## config.mk

```make
export PLATFORM = sky130hd
export DESIGN_NAME = i2cm_engine
export DESIGN_NICKNAME = d
export VERILOG_FILES = /design/src/rtl/i2cm_pkg.sv /design/src/rtl/i2cm_qtick.sv /design/src/rtl/i2cm_sync.sv /design/src/rtl/i2cm_flags.sv /design/src/rtl/i2cm_engine.sv
export SDC_FILE = /design/constraint.sdc
export NUM_CORES = 1
export LEC_CHECK = 0
export BUFFER_PORTS_ARGS = -buffer_cell sky130_fd_sc_hd__buf_2
export CAP_MARGIN = 20
export CORE_AREA = 4 4 70 98
export DETAILED_ROUTE_END_ITERATION = 6
export DIE_AREA = 0 0 74 102
export PLACE_DENSITY_LB_ADDON = 0.05
export SLEW_MARGIN = 20
export SYNTH_ARGS = -nofsm -noshare
export SYNTH_HDL_FRONTEND = slang
export SYNTH_SLANG_ARGS = --single-unit
export TNS_END_PERCENT = 5
```

## constraint.sdc

```tcl
create_clock -name clk -period 1.8 [get_ports clk]
set_input_delay 0.36 -clock clk [delete_from_list [all_inputs] [get_ports clk]]
set_output_delay 0.36 -clock clk [all_outputs]
set_load 0.005 [all_outputs]
```

## src/rtl/i2cm_pkg.sv

```systemverilog
package i2cm_pkg;

  localparam int FLAG_N   = 5;
  localparam int F_TXACK  = 0;
  localparam int F_TXNAK  = 1;
  localparam int F_RXDONE = 2;
  localparam int F_STOP   = 3;
  localparam int F_ABN    = 4;

  localparam int CMD_N    = 5;
  localparam int C_START  = 0;
  localparam int C_TX     = 1;
  localparam int C_RX     = 2;
  localparam int C_LAST   = 3;
  localparam int C_STOP   = 4;

  typedef enum logic [2:0] {
    ST_IDLE,
    ST_START,
    ST_BIT,
    ST_TAIL,
    ST_STOP
  } eng_st_t;

  // transmit and receive in the same step cannot both be honoured
  function automatic logic cmd_conflict(input logic [CMD_N-1:0] c);
    return c[C_TX] && c[C_RX];
  endfunction

  // a command must ask for at least one bus action
  function automatic logic cmd_has_action(input logic [CMD_N-1:0] c);
    return c[C_START] || c[C_TX] || c[C_RX] || c[C_STOP];
  endfunction

  // pull-down on SDA for data bit i (0 = MSB) of a transmitted byte
  function automatic logic data_pull(input logic is_tx, input logic [7:0] b,
                                     input logic [2:0] i);
    return is_tx && !b[3'd7 - i];
  endfunction

  // pull-down on SDA in the acknowledge slot of a received byte
  function automatic logic ack_pull(input logic is_rx, input logic is_last);
    return is_rx && !is_last;
  endfunction

endpackage

```

## src/rtl/i2cm_qtick.sv

```systemverilog
module i2cm_qtick #(
  parameter int DIV = 4
) (
  input  logic clk,
  input  logic rst_n,
  input  logic run,
  output logic tick
);
  localparam int CW = (DIV > 1) ? $clog2(DIV) : 1;
  localparam logic [CW-1:0] LAST = CW'(DIV - 1);

  logic [CW-1:0] cnt;

  always_ff @(posedge clk or negedge rst_n) begin
    if (!rst_n)           cnt <= '0;
    else if (!run)        cnt <= '0;
    else if (cnt == LAST) cnt <= '0;
    else                  cnt <= cnt + 1'b1;
  end

  assign tick = run && (cnt == LAST);
endmodule

```

## src/rtl/i2cm_sync.sv

```systemverilog
module i2cm_sync #(
  parameter int W      = 2,
  parameter int STAGES = 2
) (
  input  logic         clk,
  input  logic         rst_n,
  input  logic [W-1:0] din,
  output logic [W-1:0] dout
);
  logic [W-1:0] stg [STAGES];

  for (genvar g = 0; g < STAGES; g++) begin : g_stage
    always_ff @(posedge clk or negedge rst_n) begin
      if (!rst_n)      stg[g] <= '1;
      else if (g == 0) stg[g] <= din;
      else             stg[g] <= stg[(g == 0) ? 0 : g - 1];
    end
  end

  assign dout = stg[STAGES-1];
endmodule

```

## src/rtl/i2cm_flags.sv

```systemverilog
module i2cm_flags #(
  parameter int N = 5
) (
  input  logic         clk,
  input  logic         rst_n,
  input  logic         clr_all,
  input  logic         clr_we,
  input  logic [N-1:0] clr_mask,
  input  logic [N-1:0] set_vec,
  output logic [N-1:0] q
);
  for (genvar i = 0; i < N; i++) begin : g_flag
    always_ff @(posedge clk or negedge rst_n) begin
      if (!rst_n)                      q[i] <= 1'b0;
      else if (clr_all)                q[i] <= 1'b0;
      else if (set_vec[i])             q[i] <= 1'b1;
      else if (clr_we && clr_mask[i])  q[i] <= 1'b0;
    end
  end
endmodule

```

## src/rtl/i2cm_engine.sv

```systemverilog
module i2cm_engine
  import i2cm_pkg::*;
#(
  parameter int QTR_DIV     = 4,
  parameter int SYNC_STAGES = 2,
  parameter int BYTE_W      = 8
) (
  input  logic                clk,
  input  logic                rst_n,
  input  logic                fn_we,
  input  logic                fn_en,
  input  logic                cmd_we,
  input  logic [CMD_N-1:0]    cmd_bits,
  input  logic                txb_we,
  input  logic [BYTE_W-1:0]   txb_data,
  input  logic                clr_we,
  input  logic [FLAG_N-1:0]   clr_mask,
  input  logic                scl_in,
  input  logic                sda_in,
  output logic                scl_oe,
  output logic                sda_oe,
  output logic                busy,
  output logic [FLAG_N-1:0]   flags,
  output logic [2*BYTE_W-1:0] xfer_buf,
  output logic                line_scl,
  output logic                line_sda
);
  localparam int BW = $clog2(BYTE_W + 1);
  localparam logic [BW-1:0] ACK_IDX = BW'(BYTE_W);

  // ---------------- state ----------------
  eng_st_t            st;
  logic [1:0]         ph;
  logic [BW-1:0]      bidx;
  logic               en_q;
  logic               l_start, l_tx, l_rx, l_last, l_stop;
  logic [BYTE_W-1:0]  txb, l_txb, rsh, rxb;
  logic               ack_q;
  logic               scl_oe_q, sda_oe_q;

  // ---------------- named events ----------------
  logic               kill, cmd_acc, cmd_bad, tick;
  logic               byte_fin, stop_fin, cond_zone;
  logic               sda_s, scl_s;
  logic [FLAG_N-1:0]  set_vec;
  logic               clr_all;

  assign busy      = (st != ST_IDLE);
  assign kill      = !en_q || (fn_we && !fn_en);
  assign clr_all   = fn_we && !fn_en;
  assign cmd_acc   = cmd_we && !busy && !kill && !cmd_conflict(cmd_bits)
                     && cmd_has_action(cmd_bits);
  assign cmd_bad   = cmd_we && !busy && (!en_q || cmd_conflict(cmd_bits));
  assign byte_fin  = tick && (st == ST_TAIL);
  assign stop_fin  = tick && (st == ST_STOP) && (ph == 2'd3);
  assign cond_zone = (st == ST_START) || (st == ST_STOP);

  always_comb begin
    set_vec           = '0;
    set_vec[F_TXACK]  = byte_fin && l_tx && !ack_q;
    set_vec[F_TXNAK]  = byte_fin && l_tx &&  ack_q;
    set_vec[F_RXDONE] = byte_fin && l_rx;
    set_vec[F_STOP]   = stop_fin;
    set_vec[F_ABN]    = cmd_bad;
  end

  // ---------------- sub-blocks ----------------
  i2cm_qtick #(.DIV(QTR_DIV)) u_tick (
    .clk  (clk),
    .rst_n(rst_n),
    .run  (busy),
    .tick (tick)
  );

  i2cm_sync #(.W(2), .STAGES(SYNC_STAGES)) u_sync (
    .clk  (clk),
    .rst_n(rst_n),
    .din  ({scl_in, sda_in}),
    .dout ({scl_s, sda_s})
  );

  i2cm_flags #(.N(FLAG_N)) u_flags (
    .clk     (clk),
    .rst_n   (rst_n),
    .clr_all (clr_all),
    .clr_we  (clr_we),
    .clr_mask(clr_mask),
    .set_vec (set_vec),
    .q       (flags)
  );

  // ---------------- enable and transmit buffer ----------------
  always_ff @(posedge clk or negedge rst_n) begin
    if (!rst_n) begin
      en_q <= 1'b0;
      txb  <= '0;
    end else begin
      if (fn_we)  en_q <= fn_en;
      if (txb_we) txb  <= txb_data;
    end
  end

  // ---------------- sequencer ----------------
  always_ff @(posedge clk or negedge rst_n) begin
    if (!rst_n) begin
      st       <= ST_IDLE;
      ph       <= '0;
      bidx     <= '0;
      l_start  <= 1'b0;
      l_tx     <= 1'b0;
      l_rx     <= 1'b0;
      l_last   <= 1'b0;
      l_stop   <= 1'b0;
      l_txb    <= '0;
      rsh      <= '0;
      rxb      <= '0;
      ack_q    <= 1'b0;
      scl_oe_q <= 1'b0;
      sda_oe_q <= 1'b0;
    end else if (kill) begin
      st       <= ST_IDLE;
      ph       <= '0;
      bidx     <= '0;
      scl_oe_q <= 1'b0;
      sda_oe_q <= 1'b0;
    end else if (cmd_acc) begin
      l_start <= cmd_bits[C_START];
      l_tx    <= cmd_bits[C_TX];
      l_rx    <= cmd_bits[C_RX];
      l_last  <= cmd_bits[C_LAST];
      l_stop  <= cmd_bits[C_STOP];
      l_txb   <= txb;
      ph      <= '0;
      bidx    <= '0;
      if (cmd_bits[C_START])                   st <= ST_START;
      else if (cmd_bits[C_TX] || cmd_bits[C_RX]) st <= ST_BIT;
      else                                     st <= ST_STOP;
    end else if (tick) begin
      ph <= ph + 2'd1;
      unique case (st)
        ST_START: begin
          unique case (ph)
            2'd0: sda_oe_q <= 1'b0;
            2'd1: scl_oe_q <= 1'b0;
            2'd2: sda_oe_q <= 1'b1;
            default: begin
              scl_oe_q <= 1'b1;
              bidx     <= '0;
              if (l_tx || l_rx) st <= ST_BIT;
              else if (l_stop)  st <= ST_STOP;
              else              st <= ST_IDLE;
            end
          endcase
        end
        ST_BIT: begin
          unique case (ph)
            2'd0: sda_oe_q <= (bidx == ACK_IDX) ? ack_pull(l_rx, l_last)
                              : data_pull(l_tx, l_txb, bidx[2:0]);
            2'd1: scl_oe_q <= 1'b0;
            2'd2: begin
              if (bidx == ACK_IDX) ack_q <= sda_s;
              else                 rsh   <= {rsh[BYTE_W-2:0], sda_s};
            end
            default: begin
              scl_oe_q <= 1'b1;
              if (bidx == ACK_IDX) begin
                st <= ST_TAIL;
                ph <= '0;
              end else begin
                bidx <= bidx + 1'b1;
              end
            end
          endcase
        end
        ST_TAIL: begin
          sda_oe_q <= 1'b0;
          ph       <= '0;
          if (l_rx) rxb <= rsh;
          st <= l_stop ? ST_STOP : ST_IDLE;
        end
        ST_STOP: begin
          unique case (ph)
            2'd0: scl_oe_q <= 1'b1;
            2'd1: sda_oe_q <= 1'b1;
            2'd2: scl_oe_q <= 1'b0;
            default: begin
              sda_oe_q <= 1'b0;
              st       <= ST_IDLE;
            end
          endcase
        end
        default: ph <= '0;
      endcase
    end
  end

  assign scl_oe   = scl_oe_q;
  assign sda_oe   = sda_oe_q;
  assign xfer_buf = {rxb, txb};
  assign line_scl = scl_s;
  assign line_sda = sda_s;

endmodule

```

==> impl_metrics.ini, run 1 <==
[status]
status = finished, violations left
violations = negative hold slack, negative setup slack

[die]
die_w_um = 74
start_util_pct = 47.6
core-area_sq_um = 6080
rows = 34
die_h_um = 102
die-area_sq_um = 7550
io_pins = 53

[yosys]
ys_ff_latch = 60
synth-edff-count = 0
yosysUniqueCellTypes = 51
synth_fp_nets = 281
synthTopCellsByArea = dfrtp_1 48%, mux2_2 14%, dfstp_2 3.6%, ha_1 3.5%, nand2_1 2.3%
yosys.area.top_type = dfrtp_1
synth_top_area_share_pct = 48.4
synth_area_sq_um = 2900
ys.flop_type = dfrtp_1
yosysWarnings = 0
async_reset_ff_share_pct = 100
syn_inst = 246
syn_avg_cell_area_sq_um = 11.8
seq_area_frac_synth_pct = 52.0

[sta]
fin_crit_ns = 1.89
rsz0062_at_grt = true
fin_ws_ns = -0.0941
drv_slew = 0
fmax_mhz = 528
worst_pin_slew_ns = 0.547
timing.hold.ws_ns = -0.000430
finClkSkew_ns = 0.00757
hold_viol = 1
post-route-period-util_pct = 105
maxSlewHeadroom_pct = 63.2
setup_violations = 8

[critical_path]
crit_path_max_fanout = 4
start_kind = register
cp-end-kind = register
critPathKind = register to register
r2r_end = sda_oe
reg2reg_from = bidx[0]
crit_arrival_ns = 2.16
r2r_cells = 5
critPathRequiredTime_ns = 2.06
regToRegSetupSlack_ns = -0.09

[grt]
grt_usage_pct = 19.0
grt_pass1_wl_um = 10900
grt_pass1_vias = 2319
overflow = 0
antenna_found_initial = 0
grt_max_degree = 61

[layout]
seqCellArea_sq_um = 1510
drive_gt1_share_pct = 53.0
multi_input_area_sq_um = 1400
antennaDiodeCount = 0
area_growth_syn_to_layout_pct = 36.7
fin_cells = 425
fill_cells = 500
layout.nets = 383

[drt]
vias = 2333
drc = 0
wl_per_cell_um = 15.6
drtPass1Iterations = 4
drt_iter0_drc = 116
ant_nets = 0
wl_um = 6610
via_per_inst = 5.49

[clock_network]
root_buffer = clkbuf_8
cts.htree.levels = 3
numCtsBuffers = 9
numClockSinks = 60
clk_latency_ns = 0.33
clkTransAtPathRegs_ns = 0.07
holdBufCountCts = 0
clockBufferDepth = 2
tritoncts = done

[power]
ir_worst_vdd_mv = 0.970
power_density_nw_per_um2 = 1050
p_leak_nw = 1.90
total_power_w = 0.00414

[worst_hold_path]
hold_class = input pin to asynchronous set/reset pin

[placement]
port_buffers = 52
dp_hpwl_um = 4930
place_inst = 404
gp_congestion = 0.839

[job]
cap_viol_max_count = 0
placed cells by master (no fill, tap or decap), drive strengths merged, types with 2 or more instances in the layout:
master,Yosys,layout
o211ai,2,2
nand2b,2,2
inv,12,13
and2,2,2
or3,2,2
a21bo,2,2
mux2i,4,4
nor2,13,13
a31oi,2,2
bufinv,0,3
nor3,6,6
a32oi,4,4
nand2,18,18
o21ai,9,9
or4b,2,2
nor2b,4,4
xnor2,2,2
dfrtp,56,56
nand3,5,5
clkinvlp,0,2
nand4,4,4
a211o,2,2
buf,7,101
a22o,3,3
nor4,3,3
dfstp,4,4
nor3b,3,3
a21oi,7,7
clkbuf,3,9
or4,3,3
ha,8,8
mux2,37,37
state kept, by name, indices dropped and copies added (netlist names):
| signal | count |
|---|---|
| u_sync.stg | 2 |
| txb | 8 |
| sda_oe | 1 |
| l_last | 1 |
| u_sync.dout | 2 |
| rxb | 8 |
| l_tx | 1 |
| bidx | 4 |
| l_txb | 8 |
| l_rx | 1 |
| l_stop | 1 |
| rsh | 8 |
| ph | 2 |
| u_flags.q | 5 |
| u_tick.cnt | 2 |
| ack_q | 1 |
| scl_oe | 1 |
| en_q | 1 |
| st | 3 |
worst max path at each step:
stage | from | endpoint | slack, ns | cells past startpoint
floorplan | bidx[0] | sda_oe | -0.06 | 6
global placement | cmd_bits[2] | rxb[1] | -0.22 | 6
detailed placement | cmd_bits[2] | rxb[6] | -0.26 | 6
CTS | bidx[0] | sda_oe | -0.12 | 5
global route | bidx[0] | bidx[0] | -0.19 | 8
finish | bidx[0] | sda_oe | -0.09 | 5
worst max-delay path: stages, from the launching register on:
cell and delay [ns]:
dfrtp_2 0.40, mux4_2 0.49, nand2_1 0.08, or4b_4 0.45, a211o_1 0.29, a21oi_2 0.11
cells by family (layout without fill, tap and decap cells):
logic type / count (synthesis) / count (layout) / synth area share, %
AND/OR/NAND/NOR: 72 / 72 / 14.1
flip-flops: 60 / 60 / 52.0
multiplexers: 42 / 42 / 16.5
AO/OA/AOI/OAI: 39 / 39 / 9.55
buffers and inverters: 22 / 129 / 3.37
adder cells (fa/ha/maj): 9 / 9 / 3.80
XOR/XNOR: 2 / 2 / 0.605
Yosys cell counts, types with 3 or more instances:
cell / count
nand4_1: 4
a32oi_1: 4
mux2i_1: 4
nand2_1: 18
clkbuf_1: 3
inv_1: 12
dfstp_2: 4
nor4_1: 3
ha_1: 8
dfrtp_1: 56
nor2b_1: 4
mux2_2: 37
nand3_1: 5
buf_2: 6
a22o_1: 3
a21oi_1: 6
o21ai_0: 9
nor2_1: 12
nor3_1: 4
area by class of cell:
cell class | instances | share of cell area [%]
Sequential cell | 60 | 38.1
Multi-Input combinational cell | 164 | 35.4
Timing Repair Buffer | 101 | 16.9
Clock buffer | 9 | 3.13
Clock inverter | 7 | 3.10
Tap cell | 72 | 2.28
Inverter | 12 | 1.14
repair_timing:
| action | 4_1_cts | 5_1_grt |
|---|---|---|
| resized for setup | 20 | 7 |
| setup buffers | 3 | 2 |
| pin swaps | 7 | 3 |
| endpoints found under the setup margin | 37 | 38 |
where the power goes:
group / internal [W] / switching (W) / leakage, nW / total, W
sequential: 0.00155 / 0.000132 / 0.769 / 0.00168
clock: 0.000926 / 0.000561 / 0.116 / 0.00149
combinational: 0.000516 / 0.000457 / 1.01 / 0.000973
total: 0.00299 / 0.00115 / 1.90 / 0.00414
through the flow:
| step | TNS [ns] | util, % | worst slack [ns] | hold slack [ns] | instance area [sq um] |
|---|---|---|---|---|---|
| finish | -0.366 | 65.1 | -0.0941 | -0.000430 | 3960 |
| global route | -2.85 | 65.1 | -0.191 | 0.0382 | 3960 |
| CTS | -0.569 | 64.3 | -0.118 | 0.0285 | 3910 |
| detailed placement | -4.10 | 58.7 | -0.260 | 0.348 | 3570 |
| global placement | -2.90 | 58.7 | -0.222 | 0.345 | 3570 |
| floorplan | -0.571 | - | -0.0649 | 0.0644 | 2920 |
per-layer routing:
metal  up-vias  wire (um)  global-route usage [%]
li1       1104          -                       -
met1      1153       2560                    22.7
met2        62       3530                    31.8
met3        14        347                    4.33
met4         0        179                    9.34
met5         -          0                       0
Note: power is estimated with default switching activity, not from simulation.
==> run 2, diff against run 1 <==
Settings changed: ABC_AREA set to 1, CORE_AREA 4 4 70 98 to 4 4 71 100, DIE_AREA 0 0 74 102 to 0 0 75 104.
==> impl_metrics.ini, run 2 <==
[critical_path]
crit_arrival_ns = 1.88
critPathKind = register to register
reg2reg_from = st[2]
r2r_cells = 9
crit_path_max_fanout = 9
critPathRequiredTime_ns = 2.03
regToRegSetupSlack_ns = 0.15
cp-end-kind = register
r2r_end = st[2]
start_kind = register

[grt]
grt_usage_pct = 18.9
globalRouteMet3Util_pct = 4.26
overflow = 0
grt.busiest_layer = met2
antenna_found_initial = 0
grt_pass1_vias = 2496
grt_pass1_wl_um = 11400
use_met1_pct = 24.0
global_route.usage.met2_pct = 29.9
grt_max_degree = 61

[yosys]
synth-compound-area-share_pct = 11.7
ys_ff_latch = 60
async_reset_ff_share_pct = 100
synth_top_area_share_pct = 46.1
syn_avg_cell_area_sq_um = 8.34
synth_fa_ha_area_share_pct = 3.30
synth_fp_nets = 399
synthSimpleGateAreaFrac_pct = 27.5
ys.flop_type = dfrtp_1
yosysUniqueCellTypes = 31
muxShareOfSynthArea_pct = 0
yosysWarnings = 0
synth_xor_area_share_pct = 0.288
syn_inst = 364
synth_top_family_by_area = simple AND/OR/NAND/NOR gates
yosysMostFrequentCell = nand2_1
synthTopCellsByCount = 106 x nand2_1, 56 x dfrtp_1, 45 x inv_1
synth-edff-count = 0
seq_area_frac_synth_pct = 49.6
yosys.area.top_type = dfrtp_1
synth_area_sq_um = 3040
synthTopCellsByArea = dfrtp_1 46%, nand2_1 13%, inv_1 5.6%, o21ai_0 5.1%, dfstp_2 3.5%

[layout]
layout_common_cells = 106 x nand2_1, 56 x dfrtp_1, 52 x buf_2
layout.nets = 469
area_growth_syn_to_layout_pct = 19.7
multi_input_area_sq_um = 1320
fin_cells = 510
layout_commonest_cell = nand2_1
seqCellArea_sq_um = 1510
fill_cells = 605
final_area_sq_um = 3630
antennaDiodeCount = 0
postLayoutCoreUtil_pct = 58.9
drive_gt1_share_pct = 26.3

[sta]
finClkSkew_ns = 0.0100
setup_violations = 0
setup_tns_ns = 0
worst_pin_slew_ns = 0.399
drv_slew = 0
hold_viol = 0
fmax_mhz = 606
fin_crit_ns = 1.65
fin_ws_ns = 0.150
rsz0062_at_grt = true
post-route-period-util_pct = 91.7
maxSlewHeadroom_pct = 73.4

[die]
core-area_sq_um = 6170
io_pins = 53
rows = 34
start_util_pct = 49.2
die-area_sq_um = 7800
die_w_um = 75
die_h_um = 104

[drt]
wl_um = 6820
via_per_inst = 5.06
vias = 2582
wl_per_cell_um = 13.4
ant_nets = 0
drt_iter0_drc = 105
drtPass1Iterations = 5
drc = 0

[placement]
dpl_cell_area_sq_um = 3440
dp_hpwl_um = 5070
gp_congestion = 0.895
port_buffers = 52
place_ws_ns = 0.111
place_inst = 494

[clock_network]
root_buffer = clkbuf_8
tritoncts = done
numCtsBuffers = 9
clockBufferDepth = 2
clkTransAtPathRegs_ns = 0.07
numClockSinks = 60
clk_latency_ns = 0.34
cts.htree.levels = 3

[worst_hold_path]
hold_class = input pin to asynchronous set/reset pin

[job]
cap_viol_max_count = 0

[power]
power_density_nw_per_um2 = 1150
p_leak_nw = 1.89
ir_worst_vdd_mv = 0.554

[status]
status = completed
run 2: changes by cell type after synthesis, moves of 4 or more:
cell	delta
o21ai_0	+22
a32oi_1	-4
mux2_2	-37
mux2i_1	-4
buf_2	-5
nand2_2	+6
nand2_1	+88
o21ai_1	+12
nor2b_1	-4
o21ai_2	+8
nor2_1	+9
inv_1	+33
nand3_1	+15
run 2: logic make-up (layout without fill, tap and decap cells):
logic type	after synthesis	after routing
adders and majority gates	8	8
DFF	60	60
and+or+nand+nor	178	179
AOI/OAI and AO/OA	62	62
xor gates and xnor gates	1	1
buffers and inverters	55	128
run 2: worst max-delay path, stage by stage (launching register included):
cell	delay [ns]
dfrtp_1	0.40
inv_1	0.14
nand3_2	0.15
inv_2	0.16
nand2_1	0.16
nand3b_1	0.26
nand2_1	0.11
nor2_1	0.05
nand2_1	0.06
nand2_1	0.05
run 2: stage by stage:
step / hold slack, ns / total power, W
global placement: 0.347 / 0.00314
CTS: 0.0211 / 0.00422
finish: 0.00764 / 0.00418
global route: 0.0348 / 0.00452
floorplan: 0.0644 / 0.00269
detailed placement: 0.347 / 0.00316
run 2: layer usage:
metal	vias to the layer above	routed length (um)
met5	-	0
met4	0	152
met3	17	307
met2	57	3360
met1	1197	3000
li1	1311	-
run 2: worst max-delay path by stage:
stage	startpoint	to	slack (ns)
6_report	st[2]	st[2]	0.15
5_1_grt	st[0]	bidx[3]	-0.004
4_1_cts	st[2]	rsh[3]	0.13
3_5_place_dp	fn_en	bidx[3]	0.11
3_3_place_gp	fn_en	bidx[1]	0.13
2_1_floorplan	bidx[0]	rsh[6]	0.26
run 2: final cells by class:
type	count	area share (%)
repair buffers	64	9.99
inverters	49	5.13
well taps	72	2.48
clock inverters	4	0.723
multi-input cells	250	36.3
clock buffers	11	3.89
flip-flops and latches	60	41.5
run 2: repair_timing:
action / 4_1_cts / 5_1_grt
resized for setup: 0 / 2
hold buffers: 0 / 0
buffers inserted: 0 / 0
endpoints found under the setup margin: 0 / 7
run 2: where the power goes:
group / internal, W / switching (W)
Sequential: 0.00159 / 0.000155
Clock: 0.000526 / 0.000512
Combinational: 0.000490 / 0.000906
==> run 3, diff against run 2 <==
==> constraint.sdc (replaced) <==
create_clock -name clk -period 1.8 [get_ports clk]
set_input_delay 0 -clock clk [delete_from_list [all_inputs] [get_ports clk]]
set_output_delay 0 -clock clk [all_outputs]
set_load 0.005 [all_outputs]
==> impl_metrics.ini, run 3 (same netlist as run 2, synthesis figures left out) <==
[placement]
gp_congestion = 0.910
port_buffers = 52
place_inst = 491
dp_hpwl_um = 5120
place_ws_ns = 0.0869

[clock_network]
post_cts_buffers = 0
clk_latency_ns = 0.33
clkTransAtPathRegs_ns = 0.07
clockBufferDepth = 2
root_buffer = clkbuf_8
numClockSinks = 60
numCtsBuffers = 9
tritoncts = done
cts.htree.levels = 3

[die]
io_pins = 53
core-area_sq_um = 6170
die_w_um = 75
start_util_pct = 49.2
rows = 34
die_h_um = 104
die-area_sq_um = 7800

[power]
power.share.sequential_pct = 38.8
ir_worst_vdd_mv = 0.765
clkPwrFrac_pct = 29.3
pwr-share-comb_pct = 31.9
p_int_w = 0.00293
power_density_nw_per_um2 = 1160
switching_share_pct = 35.0
switching_power_w = 0.00158
p_leak_nw = 1.99

[sta]
setup_tns_ns = 0
maxSlewHeadroom_pct = 71.7
hold_viol = 0
setup_violations = 0
fmax_mhz = 612
fin_crit_ns = 1.63
fin_ws_ns = 0.165
post-route-period-util_pct = 90.8
finClkSkew_ns = 0.0106
drv_slew = 0
rsz0062_at_grt = false
worst_pin_slew_ns = 0.424

[grt]
grt_usage_pct = 19.4
overflow = 0
antenna_found_initial = 0
grt_pass1_vias = 2688
grt_pass1_wl_um = 11900
grt_max_degree = 31

[drt]
wl_um = 6950
via_per_inst = 4.97
ant_nets = 0
drt_iter0_drc = 126
drtPass1Iterations = 6
drc = 0
wl_per_cell_um = 13.1
vias = 2635

[worst_hold_path]
hold_class = input pin to register
holdPathStages = 4
whs_endpoint = u_flags.q[4]
hold_start = clr_mask[4]

[critical_path]
reg2reg_from = st[1]
r2r_cells = 10
critPathRequiredTime_ns = 2.02
crit_path_max_fanout = 8
cp-end-kind = register
start_kind = register
critPathKind = register to register
r2r_end = bidx[2]
crit_arrival_ns = 1.85
regToRegSetupSlack_ns = 0.17

[status]
status = completed

[layout]
drive_gt1_share_pct = 24.5
layout_commonest_cell = nand2_1
fill_cells = 552
layout_common_cells = 106 x nand2_1, 55 x dfrtp_1, 52 x buf_2
layout.nets = 489
area_growth_syn_to_layout_pct = 28.2
antennaDiodeCount = 0
fin_cells = 530

[job]
cap_viol_max_count = 0
-- run 3: cell count changes in the layout (fill, tap and decap cells not counted), sizes merged --
cell         before  now
bufinv            0    2
buf              64   61
dlygate4sd3       0   23
clkinvlp          1    0
clkinv            3    2
-- run 3: worst max-delay path by stage --
| stage | slack (ns) | from | end | cells past startpoint |
|---|---|---|---|---|
| final | 0.17 | st[1] | bidx[2] | 10 |
| after global routing | 0.003 | st[2] | bidx[1] | 10 |
| after CTS | 0.07 | st[2] | rsh[4] | 8 |
| after detailed placement | 0.09 | st[2] | rsh[4] | 8 |
| after global placement | 0.15 | st[0] | bidx[1] | 10 |
| after floorplan | 0.26 | bidx[0] | rsh[6] | 9 |
-- run 3: worst max-delay path, stage by stage (launching register included) --
cell and delay (ns):
dfrtp_1 0.46, nor2_4 0.12, nand2_2 0.12, nor2_4 0.15
nand3_4 0.15, nand2_4 0.13, inv_4 0.07, nand2_1 0.07
nand2_2 0.11, nand2_1 0.08, o21ai_1 0.07
-- run 3: cell type report --
cell class              instances  area, sq um  area share, %
flip-flops and latches         60         1510           38.7
multi-input cells             250         1320           33.9
repair buffers                 84          571           14.7
inverters                      49          189           4.85
clock buffers                  11          141           3.63
well taps                      72         90.1           2.31
clock inverters                 4         73.8           1.90
-- run 3: layer usage --
metal	vias up	part of all wire (%)	global-route usage, %
met5	-	0	0
met4	0	3.6	10.1
met3	19	3.6	3.58
met2	63	51	31.4
met1	1208	42	23.7
li1	1345	-	-
-- run 3: through the flow --
step	instance area [sq um]	power (W)	utilization, %	hold WS, ns
2_1_floorplan	3040	0.00269	-	-0.296
3_3_place_gp	3420	0.00315	55.5	-0.0463
3_5_place_dp	3420	0.00317	55.5	-0.0422
4_1_cts	3870	0.00454	62.7	0.000564
5_1_grt	3890	0.00485	63.1	0.0191
6_report	3890	0.00451	63.1	0.00963
-- run 3: power groups by stage --
stage                     sequential, W  combinational (W)  clock (W)
after floorplan                 0.00175           0.000942          0
after global placement          0.00176            0.00139          0
after detailed placement        0.00177            0.00140          0
after CTS                       0.00174            0.00144    0.00135
after global routing            0.00178            0.00165    0.00142
final                           0.00175            0.00144    0.00132
-- run 3: timing repair --
action / CTS / global route
hold buffers: 23 / 0
endpoints found under the hold margin: 62 / 0
resized for setup: 0 / 4
setup endpoints to repair: 0 / 14
